===== src/rtl/pcseq_pkg.sv =====
package pcseq_pkg;
    typedef enum logic [2:0] {
        OP_NONE = 3'd0,
        OP_BREQ = 3'd1,
        OP_BRNE = 3'd2,
        OP_JUMP = 3'd3,
        OP_CALL = 3'd4,
        OP_RET  = 3'd5
    } ctrl_op_e;

    typedef enum logic {
        S_RUN  = 1'b0,
        S_SLOT = 1'b1
    } seq_state_e;
endpackage


===== src/rtl/pcseq_cond.sv =====
module pcseq_cond #(
    parameter int DW = 32,
    parameter int IMW = 5
) (
    input  logic           bit_mode,
    input  logic [IMW-1:0] cond_imm,
    input  logic [DW-1:0]  src_val,
    output logic           cond_hit
);
    logic [DW-1:0] shifted;

    always_comb begin
        shifted = src_val >> cond_imm;
        if (bit_mode)
            cond_hit = shifted[0];
        else
            cond_hit = (src_val == DW'(cond_imm));
    end
endmodule


===== src/rtl/pcseq_ras.sv =====
module pcseq_ras #(
    parameter int AW = 16,
    parameter int DEPTH = 4
) (
    input  logic          clk,
    input  logic          rst_n,
    input  logic          push,
    input  logic          pop,
    input  logic [AW-1:0] push_addr,
    output logic [AW-1:0] top_addr,
    output logic          full,
    output logic          empty
);
    localparam int CW = $clog2(DEPTH + 1);

    logic [AW-1:0] slot_q [DEPTH];
    logic [CW-1:0] count_q;

    assign full     = (count_q == CW'(DEPTH));
    assign empty    = (count_q == '0);
    assign top_addr = slot_q[0];

    always_ff @(posedge clk) begin
        if (!rst_n)
            count_q <= '0;
        else if (push && !full)
            count_q <= count_q + 1'b1;
        else if (pop && !empty)
            count_q <= count_q - 1'b1;
    end

    for (genvar i = 0; i < DEPTH; i++) begin : g_entry
        always_ff @(posedge clk) begin
            if (!rst_n)
                slot_q[i] <= '0;
            else if (push && !full)
                slot_q[i] <= (i == 0) ? push_addr : slot_q[(i == 0) ? 0 : i - 1];
            else if (pop && !empty)
                slot_q[i] <= (i == DEPTH - 1) ? '0 : slot_q[(i == DEPTH - 1) ? i : i + 1];
        end
    end

    AST_RAS_PUSH_FILLS: assert property (@(posedge clk) disable iff (!rst_n)
        (push && !full) |=> !empty);
    AST_RAS_POP_FREES: assert property (@(posedge clk) disable iff (!rst_n)
        (pop && !push && !empty) |=> !full);
endmodule


===== src/rtl/pc_branch_seq.sv =====
module pc_branch_seq
    import pcseq_pkg::*;
#(
    parameter int PCW = 16,
    parameter int DW = 32,
    parameter int RAS_DEPTH = 4,
    parameter logic [PCW-1:0] RESET_PC = '0
) (
    input  logic           clk,
    input  logic           rst_n,
    input  logic           instr_valid,
    input  logic [2:0]     op,
    input  logic           bit_mode,
    input  logic [4:0]     cond_imm,
    input  logic [DW-1:0]  src_val,
    input  logic [15:0]    rel_offset,
    output logic [PCW-1:0] pc,
    output logic           seq_err
);
    seq_state_e     state_q, state_d;
    logic [PCW-1:0] pc_q, pc_d, pend_q, pend_d;
    logic           err_q, err_set;
    logic           is_ctrl, cond_hit, taken;
    logic           push, pop, ras_full, ras_empty;
    logic [PCW-1:0] ras_top, rel_tgt, fall_tgt, tgt;
    ctrl_op_e       op_e;

    pcseq_cond #(.DW(DW), .IMW(5)) u_cond (
        .bit_mode (bit_mode),
        .cond_imm (cond_imm),
        .src_val  (src_val),
        .cond_hit (cond_hit)
    );

    pcseq_ras #(.AW(PCW), .DEPTH(RAS_DEPTH)) u_ras (
        .clk       (clk),
        .rst_n     (rst_n),
        .push      (push),
        .pop       (pop),
        .push_addr (fall_tgt),
        .top_addr  (ras_top),
        .full      (ras_full),
        .empty     (ras_empty)
    );

    // Target resolution
    always_comb begin
        op_e     = ctrl_op_e'(op);
        is_ctrl  = (op >= 3'd1) && (op <= 3'd5);
        rel_tgt  = pc_q + PCW'($signed(rel_offset));
        fall_tgt = pc_q + PCW'(2);
        unique case (op_e)
            OP_BREQ: taken = cond_hit;
            OP_BRNE: taken = !cond_hit;
            OP_JUMP, OP_CALL: taken = 1'b1;
            OP_RET:  taken = !ras_empty;
            default: taken = 1'b0;
        endcase
        if (op_e == OP_RET)
            tgt = ras_empty ? fall_tgt : ras_top;
        else
            tgt = taken ? rel_tgt : fall_tgt;
    end

    // State register
    always_ff @(posedge clk) begin
        if (!rst_n) begin
            state_q <= S_RUN;
            pc_q    <= RESET_PC;
            pend_q  <= RESET_PC;
            err_q   <= 1'b0;
        end else begin
            state_q <= state_d;
            pc_q    <= pc_d;
            pend_q  <= pend_d;
            err_q   <= err_q | err_set;
        end
    end

    // Next state and outputs
    always_comb begin
        state_d = state_q;
        pc_d    = pc_q;
        pend_d  = pend_q;
        push    = 1'b0;
        pop     = 1'b0;
        err_set = 1'b0;
        unique case (state_q)
            S_RUN: begin
                if (instr_valid) begin
                    pc_d = pc_q + PCW'(1);
                    if (is_ctrl) begin
                        state_d = S_SLOT;
                        pend_d  = tgt;
                        push    = (op_e == OP_CALL) && !ras_full;
                        pop     = (op_e == OP_RET) && !ras_empty;
                        err_set = ((op_e == OP_CALL) && ras_full) ||
                                  ((op_e == OP_RET) && ras_empty);
                    end
                end
            end
            S_SLOT: begin
                if (instr_valid) begin
                    pc_d    = pend_q;
                    state_d = S_RUN;
                    err_set = is_ctrl;
                end
            end
            default: state_d = S_RUN;
        endcase
    end

    assign pc      = pc_q;
    assign seq_err = err_q;

    AST_HOLD_IDLE: assert property (@(posedge clk) disable iff (!rst_n)
        !instr_valid |=> $stable(pc));
    AST_SLOT_NEXT: assert property (@(posedge clk) disable iff (!rst_n)
        (state_q == S_RUN && instr_valid && is_ctrl) |=> (pc == $past(pc) + PCW'(1)));
    AST_NO_OVERFLOW: assert property (@(posedge clk) disable iff (!rst_n)
        (state_q == S_RUN && instr_valid && op_e == OP_CALL && ras_full) |=> seq_err);
    AST_SLOT_CTRL_ERR: assert property (@(posedge clk) disable iff (!rst_n)
        (state_q == S_SLOT && instr_valid && is_ctrl) |=> seq_err);
    AST_ERR_STICKY: assert property (@(posedge clk) disable iff (!rst_n)
        seq_err |=> seq_err);
endmodule


===== config.mk =====
export PLATFORM = sky130hd
export DESIGN_NAME = pc_branch_seq
export DESIGN_NICKNAME = d
export VERILOG_FILES = /design/src/rtl/pcseq_pkg.sv /design/src/rtl/pcseq_cond.sv /design/src/rtl/pcseq_ras.sv /design/src/rtl/pc_branch_seq.sv
export SDC_FILE = /design/constraint.sdc
export NUM_CORES = 1
export LEC_CHECK = 0
export ABC_CLOCK_PERIOD_IN_PS = 3420
export BUFFER_PORTS_ARGS = -buffer_cell sky130_fd_sc_hd__buf_4
export CAP_MARGIN = 20
export CELL_PAD_IN_SITES_DETAIL_PLACEMENT = 0
export CELL_PAD_IN_SITES_GLOBAL_PLACEMENT = 1
export CORE_MARGIN = 4
export CORE_UTILIZATION = 25
export DETAILED_ROUTE_END_ITERATION = 12
export PLACE_DENSITY_LB_ADDON = 0.12
export SLEW_MARGIN = 10
export SYNTH_ARGS = -nofsm -noshare
export SYNTH_HDL_FRONTEND = slang
export SYNTH_SLANG_ARGS = --single-unit

===== constraint.sdc =====
create_clock -name clk -period 3.42 [get_ports clk]
set_input_delay 0.171 -clock clk [delete_from_list [all_inputs] [get_ports clk]]
set_output_delay 0.171 -clock clk [all_outputs]
set_load 0.1 [all_outputs]

==> results of run 1 <==
[path summary, 6_finish.rpt]
| check | cells after the start | startpoint | slack, ns | end |
|---|---|---|---|---|
| worst max register to register | 10 | pc[2] | 0.60 | pend_q[15] |
| worst max-delay path | 10 | pc[2] | 0.60 | pend_q[15] |
| worst min-delay path | 2 | instr_valid | 0.26 | pc[9] |
| worst min register to register | 2 | pend_q[0] | 0.46 | pend_q[0] |
[state kept, by name, summed over array words and instances, names as in the netlist]
| name | count |
|---|---|
| pc | 16 |
| pend_q | 16 |
| seq_err | 1 |
| state_q | 1 |
| u_ras.count_q | 3 |
| u_ras.slot_q | 64 |
[stage by stage]
step / power (W) / area [um^2] / utilization (%) / instances
after CTS: 0.00305 / 7300 / 30.9 / 1012
final: 0.00301 / 7300 / 30.9 / 1012
after floorplan: 0.00175 / 6020 / - / 621
after detailed placement: 0.00195 / 6990 / 29.6 / 996
after global placement: 0.00195 / 6990 / 29.6 / 996
after global routing: 0.00315 / 7300 / 30.9 / 1012
[Yosys cell counts, drive strengths merged (3+ instances only)]
cell,count,area [um^2]
nor3,13,70.1
o211ai,3,22.5
mux4,6,139
o21ai,60,308
a21oi,27,135
or3,8,50.1
o31ai,5,37.5
nor4,9,62.6
dfxtp,37,741
nand2,61,229
xor2,7,61.3
a31oi,6,37.5
a211oi,9,67.6
buf,8,48.8
nand2b,4,25.0
o22ai,6,37.5
inv,14,52.6
and3,19,119
nor2,54,205
o41ai,4,35.0
nand3,14,70.1
clkbuf,30,113
ha,17,213
xnor2,26,228
mux2i,17,183
o211a,7,70.1
edfxtp,64,1920
nand3b,3,22.5
a22o,40,350
a22oi,8,60.1
nand4,7,43.8
[layer usage]
metal | GRT usage, % | routed length (um) | up-vias
met5 | 0 | 0 | -
met4 | 4.04 | 231 | 0
met3 | 2.67 | 824 | 13
met1 | 20.3 | 9480 | 2524
li1 | - | - | 2485
met2 | 24.4 | 9210 | 107
[critical path, delay by kind of cell, from the launching register on]
kind | cells | cell delay (ns)
AO/OA/AOI/OAI | 2 | 0.29
XOR/XNOR | 1 | 0.22
multiplexers | 1 | 0.32
AND/OR/NAND/NOR | 4 | 0.83
adder cells (fa/ha/maj) | 1 | 0.30
buffers and inverters | 1 | 0.21
flip-flops | 1 | 0.53
[cell families after synthesis]
family,Yosys count
muxes,25
DFF,101
adders and majority gates,19
xor gates and xnor gates,33
buffers and inverters,52
AOI/OAI and AO/OA,190
and+or+nand+nor,201
[cells in the final DEF, fill, tap and decap left out, types with 4 or more instances in the layout]
cell type and instances:
xor2_1 7, a22oi_1 8, ha_1 17, dfxtp_1 37, clkbuf_16 9, buf_4 93, o31ai_1 5, a31oi_1 6
o211a_1 7, nand3_1 14, o41ai_1 4, nor2_1 52, mux4_2 5, or3_1 8, a22o_1 40, nand2_1 60
a21oi_1 27, o22ai_1 6, mux2i_1 16, nor3_1 11, inv_1 14, edfxtp_1 64, nand2b_1 4, and3_1 19
o21ai_0 56, a211oi_1 9, xnor2_1 26, nor4_1 7, nand4_1 7
[power by group through the flow]
stage / Clock [W] / Sequential, W / Combinational, W
2_1_floorplan: 0 / 0.00147 / 0.000279
3_3_place_gp: 0 / 0.00142 / 0.000525
3_5_place_dp: 0 / 0.00142 / 0.000524
4_1_cts: 0.00113 / 0.00140 / 0.000526
5_1_grt: 0.00118 / 0.00140 / 0.000568
6_report: 0.00109 / 0.00140 / 0.000520
[area by class of cell]
| class | instances | area [um^2] |
|---|---|---|
| Sequential cell | 101 | 2660 |
| Fill cell | 2511 | 16300 |
| Tap cell | 319 | 399 |
| Multi-Input combinational cell | 468 | 3160 |
| Inverter | 14 | 52.6 |
| Clock inverter | 7 | 81.3 |
| Clock buffer | 9 | 225 |
| Timing Repair Buffer | 94 | 718 |
==> metrics.yaml, run 1 <==
status: "completed"
routedWlPerCell_um: 19.5
max_freq_mhz: 355
p_seq_share_pct: 46.4
vias_per_cell: 5.07
syn_to_final_growth_pct: 21.2
syn_inst: 621
numCtsBuffers: 9
io-pin-count: 77
end_kind: "flop"
async_flop_share_pct: 0
die_y_um: 163
cts_resized: 0
power.internal_w: 0.00213
fin_skew_ns: 0.0119
syn-num-nets: 700
worstPathMaxFanout: 8
worstSetupPathType: "flop to flop"
drc: 0
grt_max_degree: 49
cts_tree: "yes"
netlist_area_um2: 6020
nNetsFinal: 767
hold_class: "primary input to flop"
core_area_um2: 23600
drive_above_1_share_pct: 18.9
post_cts_buffers: 0
die_area_um2: 26600
fin_ws_ns: 0.600
switching_share_pct: 29.3
antenna_found_initial: 0
drt_wl_total_um: 19700
fp-row-count: 56
gr-total-overflow: 0
drt-pass1-iter-count: 4
path_cells: "ha_1 -> nand3_1 -> nor3_1 -> buf_4 -> and3_1 -> nand3_1 -> xnor2_1 -> mux2_2 -> a32oi_1 -> o21ai_0"
initial_core_util_pct: 25.5
cp.arrival_ns: 3.06
cpMaxStageDelayCell: "dfxtp_1"
cts_hold_buf: 0
drv_cap: 0
io_buffers: 76
grt_pass1_wl_um: 31000
clock_latency_ns: 0.36
period_needed_ns: 2.82
antenna_cells: 0
yosysUniqueCellTypes: 61
combPwrFrac_pct: 17.3
yosysSeqAreaShare_pct: 44.2
finalHoldViolations: 0
drtIter0Drc: 266
cts_htree_levels: 3
post-place-ws_ns: 0.518
power_density_nw_per_um2: 413
yosysWarnings: 0
synth_ff_type: "edfxtp_1"
leakagePower_nw: 2.79
clockBufferDepth: 2
ys_seq_elements: 101
grt_pass1_vias: 5366
switchingPower_w: 0.000882
synth_compound_area_share_pct: 21.4
slew_headroom_pct: 39.2
cp.required_ns: 3.66
ir_worst_vdd_mv: 0.230
rsz0062_at_grt: "false"
synth_fa_ha_area_share_pct: 4.20
muxShareOfSynthArea_pct: 5.71
globalRouteTotalUtil_pct: 14.9
clock-root-buffer: "clkbuf_16"
cp_common_cell: "nand3_1"
setup_tns_ns: 0
synth_area_per_cell_um2: 9.70
post-route-period-util_pct: 82.5
vias: 5129
synth_edf_count: 64
slowest_delay_ns: 0.53
synth-xor-area-share_pct: 4.80
die_x_um: 163
start_kind: "flop"
synth-simple-area-share_pct: 16.1
holdWs_ns: 0.257
clk_pin_slew_ns: 0.08
numClockSinks: 101
postRouteAntennaNets: 0
post-dp-hpwl_um: 14200
setup_viol: 0
drv_slew: 0
worst_pin_slew_ns: 0.906
finalWeightedCongestion: 0.828
synth_top_family_by_area: "compound AO/OA/AOI/OAI gates"
p_clk_share_pct: 36.4
(Power assumes the default switching activity.)
==> run 2, diff against run 1 <==
ABC_CLOCK_PERIOD_IN_PS = 2300   (was 3420)
clock period = 2.3 ns   (was 3.42 ns; I/O delays follow)
==> metrics.yaml, run 2 (synthesized netlist as in run 1, its figures left out) <==
drt_wl_total_um: 19600  # was 19700 um
worstPathMaxFanout: 2  # was 8
power_density_nw_per_um2: 566  # was 413 nW/um^2
postRouteAntennaNets: 0  # unchanged
die_x_um: 163  # unchanged
die_y_um: 163  # unchanged
status: "completed"  # unchanged
clock_latency_ns: 0.35  # was 0.36 ns
drv_cap: 0  # unchanged
cpMaxStageDelayCell: "dfxtp_4"  # was dfxtp_1
drive_above_1_share_pct: 32.4  # was 18.9%
slew_headroom_pct: 35.6  # was 39.2%
core_area_um2: 23600  # unchanged
start_kind: "flop"  # unchanged
fin_ws_ns: 0.00265  # was 0.600 ns
drv_slew: 0  # unchanged
end_kind: "flop"  # unchanged
cp_top_family: "compound AO/OA/AOI/OAI gates"  # was simple AND/OR/NAND/NOR gates
clk_pin_slew_ns: 0.07  # was 0.08 ns
nNetsFinal: 836  # was 767
globalRouteTotalUtil_pct: 14.8  # was 14.9%
grt_pass1_wl_um: 30900  # was 31000 um
setup_viol: 0  # unchanged
fin_skew_ns: 0.00632  # was 0.0119 ns
grt.met1_usage_pct: 19.6  # was 20.3%
worst_pin_slew_ns: 0.963  # was 0.906 ns
final_common_cell: "buf_4"  # unchanged
path_depth: 11  # was 10
routedWlPerCell_um: 18.1  # was 19.5 um
global_route.usage.met2_pct: 25.6  # was 24.4%
leakagePower_nw: 3.20  # was 2.79 nW
antenna_found_initial: 0  # unchanged
ir_worst_vdd_mv: 0.345  # was 0.230 mV
grt_max_degree: 49  # unchanged
worstSetupPathType: "flop to flop"  # unchanged
globalRouteMet3Util_pct: 2.73  # was 2.67%
cts_htree_levels: 3  # unchanged
cts_tree: "yes"  # unchanged
period_needed_ns: 2.30  # was 2.82 ns
io_buffers: 76  # unchanged
fp-row-count: 56  # unchanged
final_util_pct: 34.4  # was 30.9%
reg2reg_slack_ns: 0.003  # was 0.60 ns
finalWeightedCongestion: 0.775  # was 0.828
slowest_delay_ns: 0.36  # was 0.53 ns
numClockSinks: 101  # unchanged
gr-total-overflow: 0  # unchanged
vias_per_cell: 4.95  # was 5.07
clock-root-buffer: "clkbuf_16"  # unchanged
cp_num_buf_inv: 1  # unchanged
initial_core_util_pct: 25.5  # unchanged
path_cells: "ha_4 -> inv_2 -> fa_2 -> nor2b_4 -> o2111ai_4 -> a41oi_2 -> o211a_1 -> or3_4 -> nand3_2 -> mux2_4 -> a31oi_1"  # was ha_1 -> nand3_1 -> nor3_1 -> buf_4 -> and3_1 -> nand3_1 -> xnor2_1 -> mux2_2 -> a32oi_1 -> o21ai_0
placed_cells: 1060  # was 996
reg2reg_from: "pc[0]"  # was pc[2]
vias: 5357  # was 5129
largest_reg_flops: 64  # unchanged
post-place-ws_ns: -0.369  # was 0.518 ns
drc: 0  # unchanged
syn_to_final_growth_pct: 34.8  # was 21.2%
total_power_w: 0.00459  # was 0.00301 W
rsz0062_at_grt: "true"  # was false
clockBufferDepth: 2  # unchanged
drt-pass1-iter-count: 4  # unchanged
io-pin-count: 77  # unchanged
cp.arrival_ns: 2.58  # was 3.06 ns
layout_common_cells: "159 x buf_4, 64 x edfxtp_1, 60 x nand2_1, 51 x nor2_1, 47 x o21ai_0"  # was 93 x buf_4, 64 x edfxtp_1, 60 x nand2_1, 56 x o21ai_0, 52 x nor2_1
cp-startpoint: "pc[0]"  # was pc[2]
cp.required_ns: 2.58  # was 3.66 ns
grt_pass1_vias: 5499  # was 5366
drtIter0Drc: 327  # was 266
die_area_um2: 26600  # unchanged
grt.busiest_layer: "met2"  # unchanged
r2r_cells: 11  # was 10
hold_class: "primary input to flop"  # unchanged
r2r-end: "pend_q[12]"  # was pend_q[15]
max_freq_mhz: 435  # was 355 MHz
numCtsBuffers: 9  # unchanged
crit_end: "pend_q[12]"  # was pend_q[15]
regMostFlops: "u_ras.slot_q"  # unchanged
post-route-period-util_pct: 99.9  # was 82.5%
finalHoldViolations: 0  # unchanged
layout.cells.non_filler: 1082  # was 1012
post-dp-hpwl_um: 14500  # was 14200 um
-- run 2: changes by cell type in the layout (fill, tap and decap cells not counted), moves of 4 or more --
cell | before | now
o21ai_1 | 2 | 9
nand3_1 | 14 | 10
mux2i_1 | 16 | 12
dfxtp_4 | 0 | 11
o21ai_0 | 56 | 47
buf_4 | 93 | 159
mux2i_2 | 0 | 4
dfxtp_1 | 37 | 24
-- run 2: report_power, final --
group | internal, W | leakage [nW] | switching (W)
clock | 0.000861 | 0.150 | 0.000742
sequential | 0.00200 | 0.976 | 0.0000558
combinational | 0.000399 | 2.07 | 0.000530
total | 0.00326 | 3.20 | 0.00133
-- run 2: timing repair --
action	in CTS	in global routing
pin swaps	5	5
buffers inserted	3	2
endpoints found under the setup margin	9	15
hold buffers	0	0
resized for setup	17	23
-- run 2: metal layers --
| metal | share of wire [%] | vias up |
|---|---|---|
| li1 | - | 2624 |
| met3 | 4.1 | 7 |
| met5 | 0 | - |
| met4 | 0.75 | 0 |
| met2 | 50 | 102 |
| met1 | 46 | 2624 |
-- run 2: worst min-delay path by stage --
stage	end	cells past startpoint	slack (ns)	start
after floorplan	pend_q[12]	2	0.25	rst_n
after global placement	pend_q[3]	2	0.44	pend_q[3]
after detailed placement	pend_q[8]	2	0.45	pend_q[8]
after CTS	pc[0]	3	0.08	instr_valid
after global routing	pc[0]	3	0.12	instr_valid
final	pc[0]	3	0.09	instr_valid
-- run 2: through the flow --
| stage | area, um^2 | hold slack (ns) | TNS (ns) |
|---|---|---|---|
| CTS | 8020 | 0.0781 | -0.0453 |
| finish | 8120 | 0.0892 | 0 |
| detailed placement | 7620 | 0.447 | -4.02 |
| global placement | 7620 | 0.441 | -3.27 |
| floorplan | 6160 | 0.253 | -0.188 |
| global route | 8120 | 0.122 | -0.325 |
-- run 2: cell type report --
class                           instances  area [um^2]
Tap cell                              319          399
Timing Repair Buffer                  163         1270
Sequential cell                       101         2710
Clock buffer                            9          225
Clock inverter                          7         80.1
Fill cell                            2446        15500
Antenna cell                            1         2.50
Inverter                               14         52.6
Multi-Input combinational cell        468         3380
-- run 2: worst min-delay path, stage by stage --
cell      delay [ns]
buf_4           0.12
nand2b_1        0.10
a21oi_1         0.05
